[src/rtl/sharedRegBusPkg.sv]
package sharedRegBusPkg;
  parameter int unsigned RegCount = 4;
  localparam int unsigned SelW = $clog2(RegCount);

  typedef struct packed {
    logic [SelW-1:0]     sel;
    logic [RegCount-1:0] drive;
    logic                extDrive;
    logic [RegCount-1:0] load;
  } strobeT;
endpackage

[src/rtl/sharedRegBusCtrl.sv]
module sharedRegBusCtrl
  import sharedRegBusPkg::*;
(
  input  logic [SelW-1:0]     srcSel,
  input  logic                busEn,
  input  logic                extDrive,
  input  logic [RegCount-1:0] loadEn,
  output strobeT              strobes
);
  logic [RegCount-1:0] decoded;

  always_comb begin
    decoded = '0;
    for (int k = 0; k < RegCount; k++) begin
      if (srcSel == SelW'(k)) decoded[k] = 1'b1;
    end
  end

  always_comb begin
    strobes.sel      = srcSel;
    strobes.drive    = (busEn && !extDrive) ? decoded : '0;
    strobes.extDrive = extDrive;
    strobes.load     = loadEn;
  end
endmodule

[src/rtl/sharedRegBusPath.sv]
module sharedRegBusPath
  import sharedRegBusPkg::*;
#(
  parameter int unsigned WIDTH      = 8,
  parameter bit          USE_ONEHOT = 1'b0
) (
  input  logic                      clk,
  input  logic                      rstN,
  input  strobeT                    strobes,
  input  logic [WIDTH-1:0]          extData,
  output logic [WIDTH-1:0]          busOut,
  output logic [RegCount*WIDTH-1:0] regsOut
);
  logic [WIDTH-1:0] regQ [RegCount];
  logic [WIDTH-1:0] regBus;

  generate
    if (USE_ONEHOT) begin : g_andOr
      always_comb begin
        regBus = '0;
        for (int k = 0; k < RegCount; k++) begin
          regBus = regBus | (regQ[k] & {WIDTH{strobes.drive[k]}});
        end
      end
    end else begin : g_mux
      always_comb begin
        regBus = strobes.drive[strobes.sel] ? regQ[strobes.sel] : '0;
      end
    end
  endgenerate

  assign busOut = strobes.extDrive ? extData : regBus;

  for (genvar k = 0; k < RegCount; k++) begin : g_reg
    always_ff @(posedge clk or negedge rstN) begin
      if (!rstN) begin
        regQ[k] <= '0;
      end else if (strobes.load[k]) begin
        regQ[k] <= busOut;
      end
    end
    assign regsOut[k*WIDTH +: WIDTH] = regQ[k];
  end
endmodule

[src/rtl/sharedRegBus.sv]
module sharedRegBus
  import sharedRegBusPkg::*;
#(
  parameter int unsigned WIDTH      = 8,
  parameter bit          USE_ONEHOT = 1'b0
) (
  input  logic                      clk,
  input  logic                      rstN,
  input  logic [SelW-1:0]           srcSel,
  input  logic                      busEn,
  input  logic                      extDrive,
  input  logic [WIDTH-1:0]          extData,
  input  logic [RegCount-1:0]       loadEn,
  output logic [WIDTH-1:0]          busOut,
  output logic [RegCount*WIDTH-1:0] regsOut
);
  strobeT strobes;

  sharedRegBusCtrl u_ctrl (
    .srcSel   (srcSel),
    .busEn    (busEn),
    .extDrive (extDrive),
    .loadEn   (loadEn),
    .strobes  (strobes)
  );

  sharedRegBusPath #(.WIDTH(WIDTH), .USE_ONEHOT(USE_ONEHOT)) u_path (
    .clk     (clk),
    .rstN    (rstN),
    .strobes (strobes),
    .extData (extData),
    .busOut  (busOut),
    .regsOut (regsOut)
  );
endmodule

[config.mk]
export PLATFORM = sky130hd
export DESIGN_NAME = sharedRegBus
export DESIGN_NICKNAME = d
export VERILOG_FILES = /design/src/rtl/sharedRegBusPkg.sv /design/src/rtl/sharedRegBusCtrl.sv /design/src/rtl/sharedRegBusPath.sv /design/src/rtl/sharedRegBus.sv
export SDC_FILE = /design/constraint.sdc
export NUM_CORES = 1
export LEC_CHECK = 0
export BUFFER_PORTS_ARGS = -buffer_cell sky130_fd_sc_hd__clkbuf_2
export CAP_MARGIN = 30
export CORE_UTILIZATION = 43
export CTS_BUF_LIST = sky130_fd_sc_hd__clkbuf_16
export CTS_CLUSTER_DIAMETER = 50
export DETAILED_ROUTE_END_ITERATION = 10
export GPL_ROUTABILITY_DRIVEN = 0
export PLACE_DENSITY = 0.73
export SETUP_SLACK_MARGIN = 0.1
export SLEW_MARGIN = 25
export SYNTH_ARGS = -nofsm -noshare
export SYNTH_HDL_FRONTEND = slang
export SYNTH_SLANG_ARGS = --single-unit
[constraint.sdc]
create_clock -name clk -period 2.7 [get_ports clk]
set_input_delay 0.675 -clock clk [delete_from_list [all_inputs] [get_ports clk]]
set_output_delay 0.675 -clock clk [all_outputs]
set_load 0.05 [all_outputs]
# Word-level counts from Yosys, hierarchy flattened
# Index checks and enable logic that the tools add are counted.
# totals
register_bits	32
inputBits	18
wordCells	25
# classes
n_lt_le_gt_ge	2
n_eq_ne	3
n_mux	12
bitwise_logic	1
reduce_logical	3
# ops
operator	count
$mux W8	4
$bmux W8 S2	1
$mux W1	5
$eq A2 B2 Y1 const B	2
$mux W4	1
$ge A3 B3 Y1 const B	1
$lt A2 B3 Y1 const B	1
$not A2 Y3	1
$bmux W1 S2	1
$eq A2 B1 Y1 const B	1
$logic_not A2 Y1	1
$logic_and A1 B1 Y1	1
$logic_not A1 Y1	1

# Longest topological paths before layout
# Gate-level depths: netlist of the first run.
# depth
word_depth	7
ltp_mapped	5

# Cells and area by module
# A second synthesis of the first run with hierarchy kept.
# hier_totals
cells_unflattened	151
hier_area_um2	1595.3
# modules_own_cells
module	instances	cells_per_inst	area_per_inst_um2	seq_area_each_um2
sharedRegBusPath	1	140	1492.7	800.8
sharedRegBusCtrl	1	11	102.6	0.0

# Worst setup path after synthesis of the first run
# OpenSTA, ideal clock, no wires.
# synth_timing
path_kind	input to output
start	in srcSel[0]
end	out busOut[6]
arrival_ns	2.065
required_ns	2.025
path_slack_ns	-0.040
cell_stages	5
n_path_buf	2
cell_sequence	buf_6 > buf_8 > mux2_4 > a222oi_1 > inv_1
# synth_between
elab_chain_len	7
word_cells_on_any_way	17
classes_between	3 x eq/ne; 12 x mux; 1 x bitwise; 1 x reduce/logical
# synth_lines
element	line_no	rtl
from (decl)	sharedRegBus.sv:9	input logic [SelW-1:0] srcSel,
$eq A2 B1 Y1, or another cell as far along	sharedRegBusCtrl.sv:15	if (srcSel == SelW'(k)) decoded[k] = 1'b1;
$mux W1	sharedRegBusCtrl.sv:15	
$mux W4	sharedRegBusCtrl.sv:21	strobes.drive = (busEn && !extDrive) ? decoded : '0;
$bmux W1 S2	sharedRegBusPath.sv:27	regBus = strobes.drive[strobes.sel] ? regQ[strobes.sel] : '0;
$mux W1 (implied by the code)	sharedRegBusPath.sv:27	
$mux W8 *	sharedRegBusPath.sv:27	
$mux W8 *	sharedRegBusPath.sv:32	assign busOut = strobes.extDrive ? extData : regBus;
to (decl)	sharedRegBus.sv:14	output logic [WIDTH-1:0] busOut,
# Mark *: on every way between the ends. The rest lies on a longest branch, timed or not. The select of a mux whose other input is x is not followed.

# Worst setup path in the final report of the first run
# layout_timing
start	in srcSel[0]
end	out busOut[2]
# Same word-level chain as after synthesis.

==> metrics.md, run 1 <==
| Metric | Value |
|---|---|
| CP max-delay cell | `a222oi_1` |
| Most used cell, CP | `buf_12` |
| Critical Path Start Type | `input port` |
| Buf/Inv on CP | `4` |
| Hpwl dp | `2.77 mm` |
| Largest register FFs | `32` |
| Post-synthesis adder-cell area fraction | `0%` |
| Die Span Y | `60.4 µm` |
| 1st-pass router iterations | `6` |
| Wire per inst | `16.6 µm` |
| Count of cell types in the netlist | `14` |
| Maximum capacitance violations | `0` |
| PwrDens | `754 nW/µm²` |
| CP Depth | `6` |
| Synth warnings | `0` |
| Share of layout cells above drive strength 1 | `51.4%` |
| CP max FO | `8` |
| Clk root buf | `clkbuf_16` |
| Vias in the first global route | `1437` |
| Worst hold path class | `input port to async pin` |
| Seq/Total Area, Yosys | `54.7%` |
| Crit Path Class | `input port to output port` |
| RSZ-0062 raised after global routing | `yes` |
| Max-slew violations | `0` |
| FF-to-FF End | `u_path.regsOut[23]` |
| Area growth from synthesis to layout | `52.3%` |
| Worst path arrival time | `1.95 ns` |
| Post-layout util | `70.8%` |
| Max H-tree Level | `2` |
| CTS tree | `yes` |
| Hold Fails Final Rpt | `0` |
| Placed cell count | `241` |
| Endpoints failing setup | `0` |
| Hold buffers post-CTS | `0` |
| Mean Syn Cell Area | `10.3 µm²` |
| Least-Margin Pin Slew | `0.777 ns` |
| Initial antenna violation count | `0` |
| Post-synthesis mux area share | `12.8%` |
| Worst reg-to-reg setup slack | `0.49 ns` |
| Largest family of logic cells by synthesized area | `compound AO/OA/AOI/OAI gates` |
| Vias per cell | `5.50` |
| Switching Share | `36.6%` |
| Syn nets | `160` |
| Clock Power Share | `30.2%` |
| Psw | `615 µW` |
| Post-Route WL | `4.42 mm` |
| Clock Latency Late Sink | `0.27 ns` |
| Worst stage delay on the critical path | `0.43 ns` |
| Worst Setup SP | `srcSel[0]` |
| FF-to-FF Start | `u_path.regsOut[7]` |
| Mapped Cells | `142` |
| Internal power | `1.07 mW` |
| Crit end category | `output port` |
| Setup TNS | `0 ns` |
| TritonCTS Sinks | `32` |
| N_diodes | `0` |
| Leakage | `1.12 nW` |
| Worst-path cell chain | `buf_12 -> buf_12 -> mux2_2 -> a222oi_1 -> inv_2 -> clkbuf_16` |
| Simple-gate portion of the synthesized area | `9.65%` |
| CP delay by family, top | `buffers and inverters` |
| FP Rows | `20` |
| Via count | `1462` |
| #FFs+latches synth | `32` |
| Achievable Freq | `381 MHz` |
| Combinational Power Share | `35.0%` |
| Clk_skew | `0.00267 ns` |
| Synthesized cell area | `1470 µm²` |
| Crit path to | `busOut[2]` |
| Post-synthesis xor/xnor area fraction | `0%` |
| GR Overflow Total | `0` |
| Flop pwr share | `34.8%` |
| DRC | `0` |
| VDD IR-drop max | `451 µV` |
| Initial core utilization | `46.5%` |
| Largest net degree at the start of global routing | `33` |
| Worst path required time | `2.03 ns` |
| Post-detailed-route count of antenna-violating nets | `0` |
| Fin crit period | `2.62 ns` |
| TritonCTS Buffers | `5` |
| First-pass GRT wire length | `6.56 mm` |
| Die width | `60.4 µm` |
| Outcome | `complete, no violations` |
| Clk slew on worst S/H paths | `0.05 ns` |
| Die ar. | `3640 µm²` |
| Total GRT Usage | `25.7%` |
| Top-level I/O count | `58` |
| Final period util | `97.2%` |
| Synth Area in Compound Gates | `16.4%` |
| Worst r2r path cells | `11` |
| PortBufs | `57` |
| Clock Path Buffers | `2` |
| CORE AREA | `3150 µm²` |
| First-iteration detailed-routing DRC count | `113` |
| Slew Limit Headroom | `48.2%` |
| Layout Nets | `239` |
| Non-Filler Instances | `266` |
==> stage by stage <==
step	worst slack (ns)	cell area, µm²	hold WS [ns]	total power [mW]
5_1_grt	0.0380	2230	0.534	1.75
6_report	0.0767	2230	0.475	1.68
2_1_floorplan	0.0546	1470	0.379	0.952
3_3_place_gp	0.0394	1830	0.534	1.08
3_5_place_dp	0.00674	1830	0.546	1.09
4_1_cts	0.104	2170	0.491	1.66
==> power by group through the flow <==
stage / sequential [mW] / combinational (mW) / clock, mW
final: 0.585 / 0.589 / 0.507
after global routing: 0.591 / 0.617 / 0.543
after CTS: 0.583 / 0.559 / 0.515
after global placement: 0.587 / 0.495 / 0
after floorplan: 0.779 / 0.173 / 0
after detailed placement: 0.591 / 0.504 / 0
==> logic make-up (layout without fill, tap and decap cells) <==
kind of cell / Yosys count / count (layout)
compound gates: 40 / 40
buf+inv: 20 / 100
flops: 32 / 32
mux: 16 / 16
simple gates: 34 / 34
==> synth_stat cells (all sizes together) <==
| master | n | area [µm²] |
|---|---|---|
| a21oi | 32 | 160 |
| dfrtp | 32 | 801 |
| nor2 | 32 | 120 |
| mux2 | 16 | 188 |
| a222oi | 8 | 80.1 |
| inv | 8 | 30.0 |
| buf | 7 | 46.3 |
| clkbuf | 5 | 18.8 |
| and3b | 1 | 8.76 |
| nor3b | 1 | 12.5 |
==> what timing repair did <==
| item | 4_1_cts | 5_1_grt |
|---|---|---|
| setup endpoints to repair | 8 | 8 |
| buffers inserted | 13 | 3 |
| cloned | 1 | 0 |
| gates resized for setup | 18 | 16 |
| pin swaps | 8 | 7 |
==> placed cells by master (no fill, tap or decap), drive strengths merged <==
cell type / count
clkbuf: 55
mux2: 16
nor3b: 1
nor2: 32
a222oi: 8
a21oi: 32
buf: 34
dfrtp: 32
clkinv: 1
and3b: 1
inv: 10
==> layer usage <==
layer | global-route usage, % | wire length, µm | vias up | part of all wire (%)
met5 | 0 | 0 | - | 0
li1 | - | - | 653 | -
met3 | 7.46 | 336 | 16 | 7.6
met4 | 15.9 | 104 | 0 | 2.4
met1 | 28.1 | 1630 | 700 | 37
met2 | 44.0 | 2340 | 93 | 53
==> layout make-up <==
cell class / count / area (µm²)
multi-input combinational: 90 / 591
tap: 44 / 55.1
clock buffer: 5 / 125
inverter: 8 / 30.0
clock inverter: 3 / 11.3
fill: 238 / 922
timing repair buffer: 84 / 618
sequential: 32 / 801
==> worst min-delay path by stage <==
stage | startpoint | endpoint | cells past startpoint
3_3_place_gp | u_path.regsOut[24] | u_path.regsOut[24] | 2
2_1_floorplan | rstN | u_path.regsOut[0] | 0
6_report | rstN | u_path.regsOut[8] | 1
4_1_cts | rstN | u_path.regsOut[24] | 1
5_1_grt | rstN | u_path.regsOut[31] | 1
3_5_place_dp | u_path.regsOut[9] | u_path.regsOut[9] | 2
Note: power is estimated with default switching activity, not from simulation.
==> inputs of run 2 (changes only) <==
- PLACE_DENSITY: 0.73 -> 0.72
- SYNTH_HIERARCHICAL: not set -> 1
==> metrics.md, run 2 <==
| Metric | Value |
|---|---|
| CP Depth | `7 (was 6)` |
| Die width | `62.9 µm (was 60.4 µm)` |
| Post-detailed-route count of antenna-violating nets | `0 (unchanged)` |
| Top cell type's share of synthesized area | `50.2% (was 54.7%)` |
| Top-level I/O count | `58 (unchanged)` |
| Vias per cell | `5.34 (was 5.50)` |
| First-pass GRT wire length | `7.25 mm (was 6.56 mm)` |
| Buf/Inv on CP | `4 (unchanged)` |
| Area contributors post-synth | `dfrtp_1, mux4_1, a21oi_1, nor2_1, buf_4 (was dfrtp_1, a21oi_1, mux2_2, nor2_1, a222oi_1)` |
| Worst hold path class | `input port to async pin (unchanged)` |
| TritonCTS Sinks | `32 (unchanged)` |
| CTS tree | `yes (unchanged)` |
| WHS | `0.474 ns (was 0.475 ns)` |
| Post-Route WL | `4.45 mm (was 4.42 mm)` |
| Die ar. | `3960 µm² (was 3640 µm²)` |
| Clk slew on worst S/H paths | `0.05 ns (about the same)` |
| Outcome | `finished, violations left (was complete, no violations)` |
| Area growth from synthesis to layout | `51.9% (was 52.3%)` |
| Worst r2r path cells | `6 (was 11)` |
| Seq/Total Area, Yosys | `50.2% (was 54.7%)` |
| Fin crit period | `2.76 ns (was 2.62 ns)` |
| Leakage | `1.16 nW (was 1.12 nW)` |
| CP max FO | `8 (unchanged)` |
| Worst stage delay on the critical path | `0.48 ns (was 0.43 ns)` |
| 1st-pass router iterations | `4 (was 6)` |
| Initial antenna violation count | `0 (unchanged)` |
| Mean Syn Cell Area | `10.6 µm² (was 10.3 µm²)` |
| Max H-tree Level | `2 (unchanged)` |
| Count of cell types in the netlist | `15 (was 14)` |
| Via count | `1427 (was 1462)` |
| Clk_skew | `0.00429 ns (was 0.00267 ns)` |
| DP Area | `1950 µm² (was 1830 µm²)` |
| TritonCTS Buffers | `5 (unchanged)` |
| Area of the multi-input gates | `783 µm² (was 591 µm²)` |
| Synth warnings | `6 (was 0)` |
| Most common cell after layout, fill and taps aside | `clkbuf_2 (unchanged)` |
| Layout Nets | `238 (was 239)` |
| CP max-delay cell | `mux4_2 (was a222oi_1)` |
| Share of layout cells above drive strength 1 | `48.0% (was 51.4%)` |
| Max-slew violations | `0 (unchanged)` |
| Largest net degree at the start of global routing | `33 (unchanged)` |
| Hold buffers post-CTS | `0 (unchanged)` |
| Post-route cell area | `2420 µm² (was 2230 µm²)` |
| Achievable Freq | `362 MHz (was 381 MHz)` |
| PwrDens | `652 nW/µm² (was 754 nW/µm²)` |
| FP Rows | `21 (was 20)` |
| CP delay by family, top | `buffers and inverters (unchanged)` |
| Async SR Flop Fraction | `100% (unchanged)` |
| Critical Path Start Type | `input port (unchanged)` |
| Crit end category | `output port (unchanged)` |
| Mapped Cells | `151 (was 142)` |
| Largest area contributor in the synthesized netlist | `dfrtp_1 (unchanged)` |
| Worst-path cell chain | `buf_8 -> and4bb_2 -> mux4_2 -> buf_12 -> a31oi_4 -> inv_2 -> clkbuf_16 (was buf_12 -> buf_12 -> mux2_2 -> a222oi_1 -> inv_2 -> clkbuf_16)` |
| Top FF cell, synth | `dfrtp_1 (unchanged)` |
| #FFs+latches synth | `32 (unchanged)` |
| Vias in the first global route | `1452 (was 1437)` |
| Setup TNS | `-0.266 ns (was 0 ns)` |
| PortBufs | `57 (unchanged)` |
| RSZ-0062 raised after global routing | `yes (unchanged)` |
| Slew Limit Headroom | `47.0% (was 48.2%)` |
| DRC | `0 (unchanged)` |
| Worst path required time | `2.03 ns (about the same)` |
| Clock Path Buffers | `2 (unchanged)` |
| Layout fillers | `260 (was 238)` |
| Synth cell count leaders | `a21oi_1, dfrtp_1, nor2_1, inv_1 (was a21oi_1, dfrtp_1, nor2_1, mux2_2)` |
| Endpoints failing setup | `8 (was 0)` |
| Post-synth EDFFs | `0 (unchanged)` |
| Clock Latency Late Sink | `0.28 ns (was 0.27 ns)` |
| Worst path arrival time | `2.09 ns (was 1.95 ns)` |
| Failing checks | `negative setup slack` |
| Final period util | `102% (was 97.2%)` |
| GR Overflow Total | `0 (unchanged)` |
| Final WS setup | `-0.0625 ns (was 0.0767 ns)` |
| Most frequent cells in the layout | `clkbuf_2, nor2_1, a21oi_1, dfrtp_1, buf_4 (unchanged)` |
| VDD IR-drop max | `381 µV (was 451 µV)` |
| N_diodes | `0 (unchanged)` |
| Synthesized cell area | `1600 µm² (was 1470 µm²)` |
| Hpwl dp | `2.85 mm (was 2.77 mm)` |
| Die Span Y | `62.9 µm (was 60.4 µm)` |
| Total GRT Usage | `24.7% (was 25.7%)` |
| Least-Margin Pin Slew | `0.795 ns (was 0.777 ns)` |
| CORE AREA | `3440 µm² (was 3150 µm²)` |
| Crit Path Class | `input port to output port (unchanged)` |
| Wire per inst | `16.7 µm (was 16.6 µm)` |
| Syn nets | `169 (was 160)` |
| First-iteration detailed-routing DRC count | `54 (was 113)` |
| Initial core utilization | `46.3% (was 46.5%)` |
| Largest register FFs | `32 (unchanged)` |
| Register area | `801 µm² (unchanged)` |
| Maximum capacitance violations | `0 (unchanged)` |
| Hold Fails Final Rpt | `0 (unchanged)` |
| Clk root buf | `clkbuf_16 (unchanged)` |
## run 2: changes by cell type after synthesis, moves of 2 or more
cell / change
buf_4: +7
a31oi_1: +8
and4bb_2: +2
and2_1: +8
mux2_2: -14
mux2_4: -2
mux4_1: +8
a222oi_1: -8
## run 2: area by class of cell
class / instances / area share [%]
Clock inverter: 3 / 0.568
Sequential cell: 32 / 33.0
Timing Repair Buffer: 79 / 25.1
Tap cell: 46 / 2.37
Inverter: 9 / 1.39
Clock buffer: 5 / 5.16
Multi-Input combinational cell: 93 / 32.3
## run 2: kinds of logic (layout without fill, tap and decap cells)
family | count (synthesis) | after routing | share of synthesized area, %
DFF | 32 | 32 | 50.2
AOI/OAI and AO/OA | 40 | 40 | 13.2
buffers and inverters | 26 | 96 | 8.23
muxes | 9 | 9 | 14.6
and+or+nand+nor | 44 | 44 | 13.8
## run 2: metal layers
| metal | global-route usage (%) | part of all wire, % |
|---|---|---|
| met5 | 0 | 0 |
| met4 | 10.8 | 2.1 |
| met3 | 6.75 | 6.4 |
| met2 | 38.2 | 49 |
| met1 | 32.5 | 43 |
## run 2: worst register-to-register path, cell delays in order (launching register included)
cell and delay [ns]:
dfrtp_1 0.39, mux4_1 0.56, a31oi_4 0.23, buf_4 0.13
buf_4 0.09, buf_4 0.11, a21oi_1 0.06
## run 2: power breakdown
group	switching, mW	internal, mW	total [mW]
Sequential	0.0374	0.527	0.565
Clock	0.198	0.334	0.532
Combinational	0.328	0.156	0.484
## run 2: path summary, 6_finish.rpt
check,startpoint,endpoint,slack (ns)
worst max-delay path,srcSel[0],busOut[3],-0.06
worst min-delay path,rstN,u_path/regsOut[31],0.47
worst max register to register,u_path/regsOut[13],u_path/regsOut[13],1.00
worst min register to register,u_path/regsOut[5],u_path/regsOut[5],0.56
max in group asynchronous,rstN,u_path/regsOut[26],1.72
min in group clk,u_path/regsOut[5],u_path/regsOut[5],0.56
## run 2: repair_timing
| item | CTS | global route |
|---|---|---|
| pin swaps | 5 | 4 |
| endpoints found under the setup margin | 8 | 8 |
| buffers inserted | 6 | 2 |
| gates cloned | 0 | 0 |
| gates resized for setup | 38 | 10 |
## run 2: through the flow
step	power [mW]	setup slack (ns)	util, %	instances
2_1_floorplan	0.870	-0.00509	-	151
3_3_place_gp	0.975	-0.179	56.5	251
3_5_place_dp	0.986	-0.237	56.5	251
4_1_cts	1.58	-0.0898	69.5	265
5_1_grt	1.64	-0.119	70.4	267
6_report	1.58	-0.0625	70.4	267
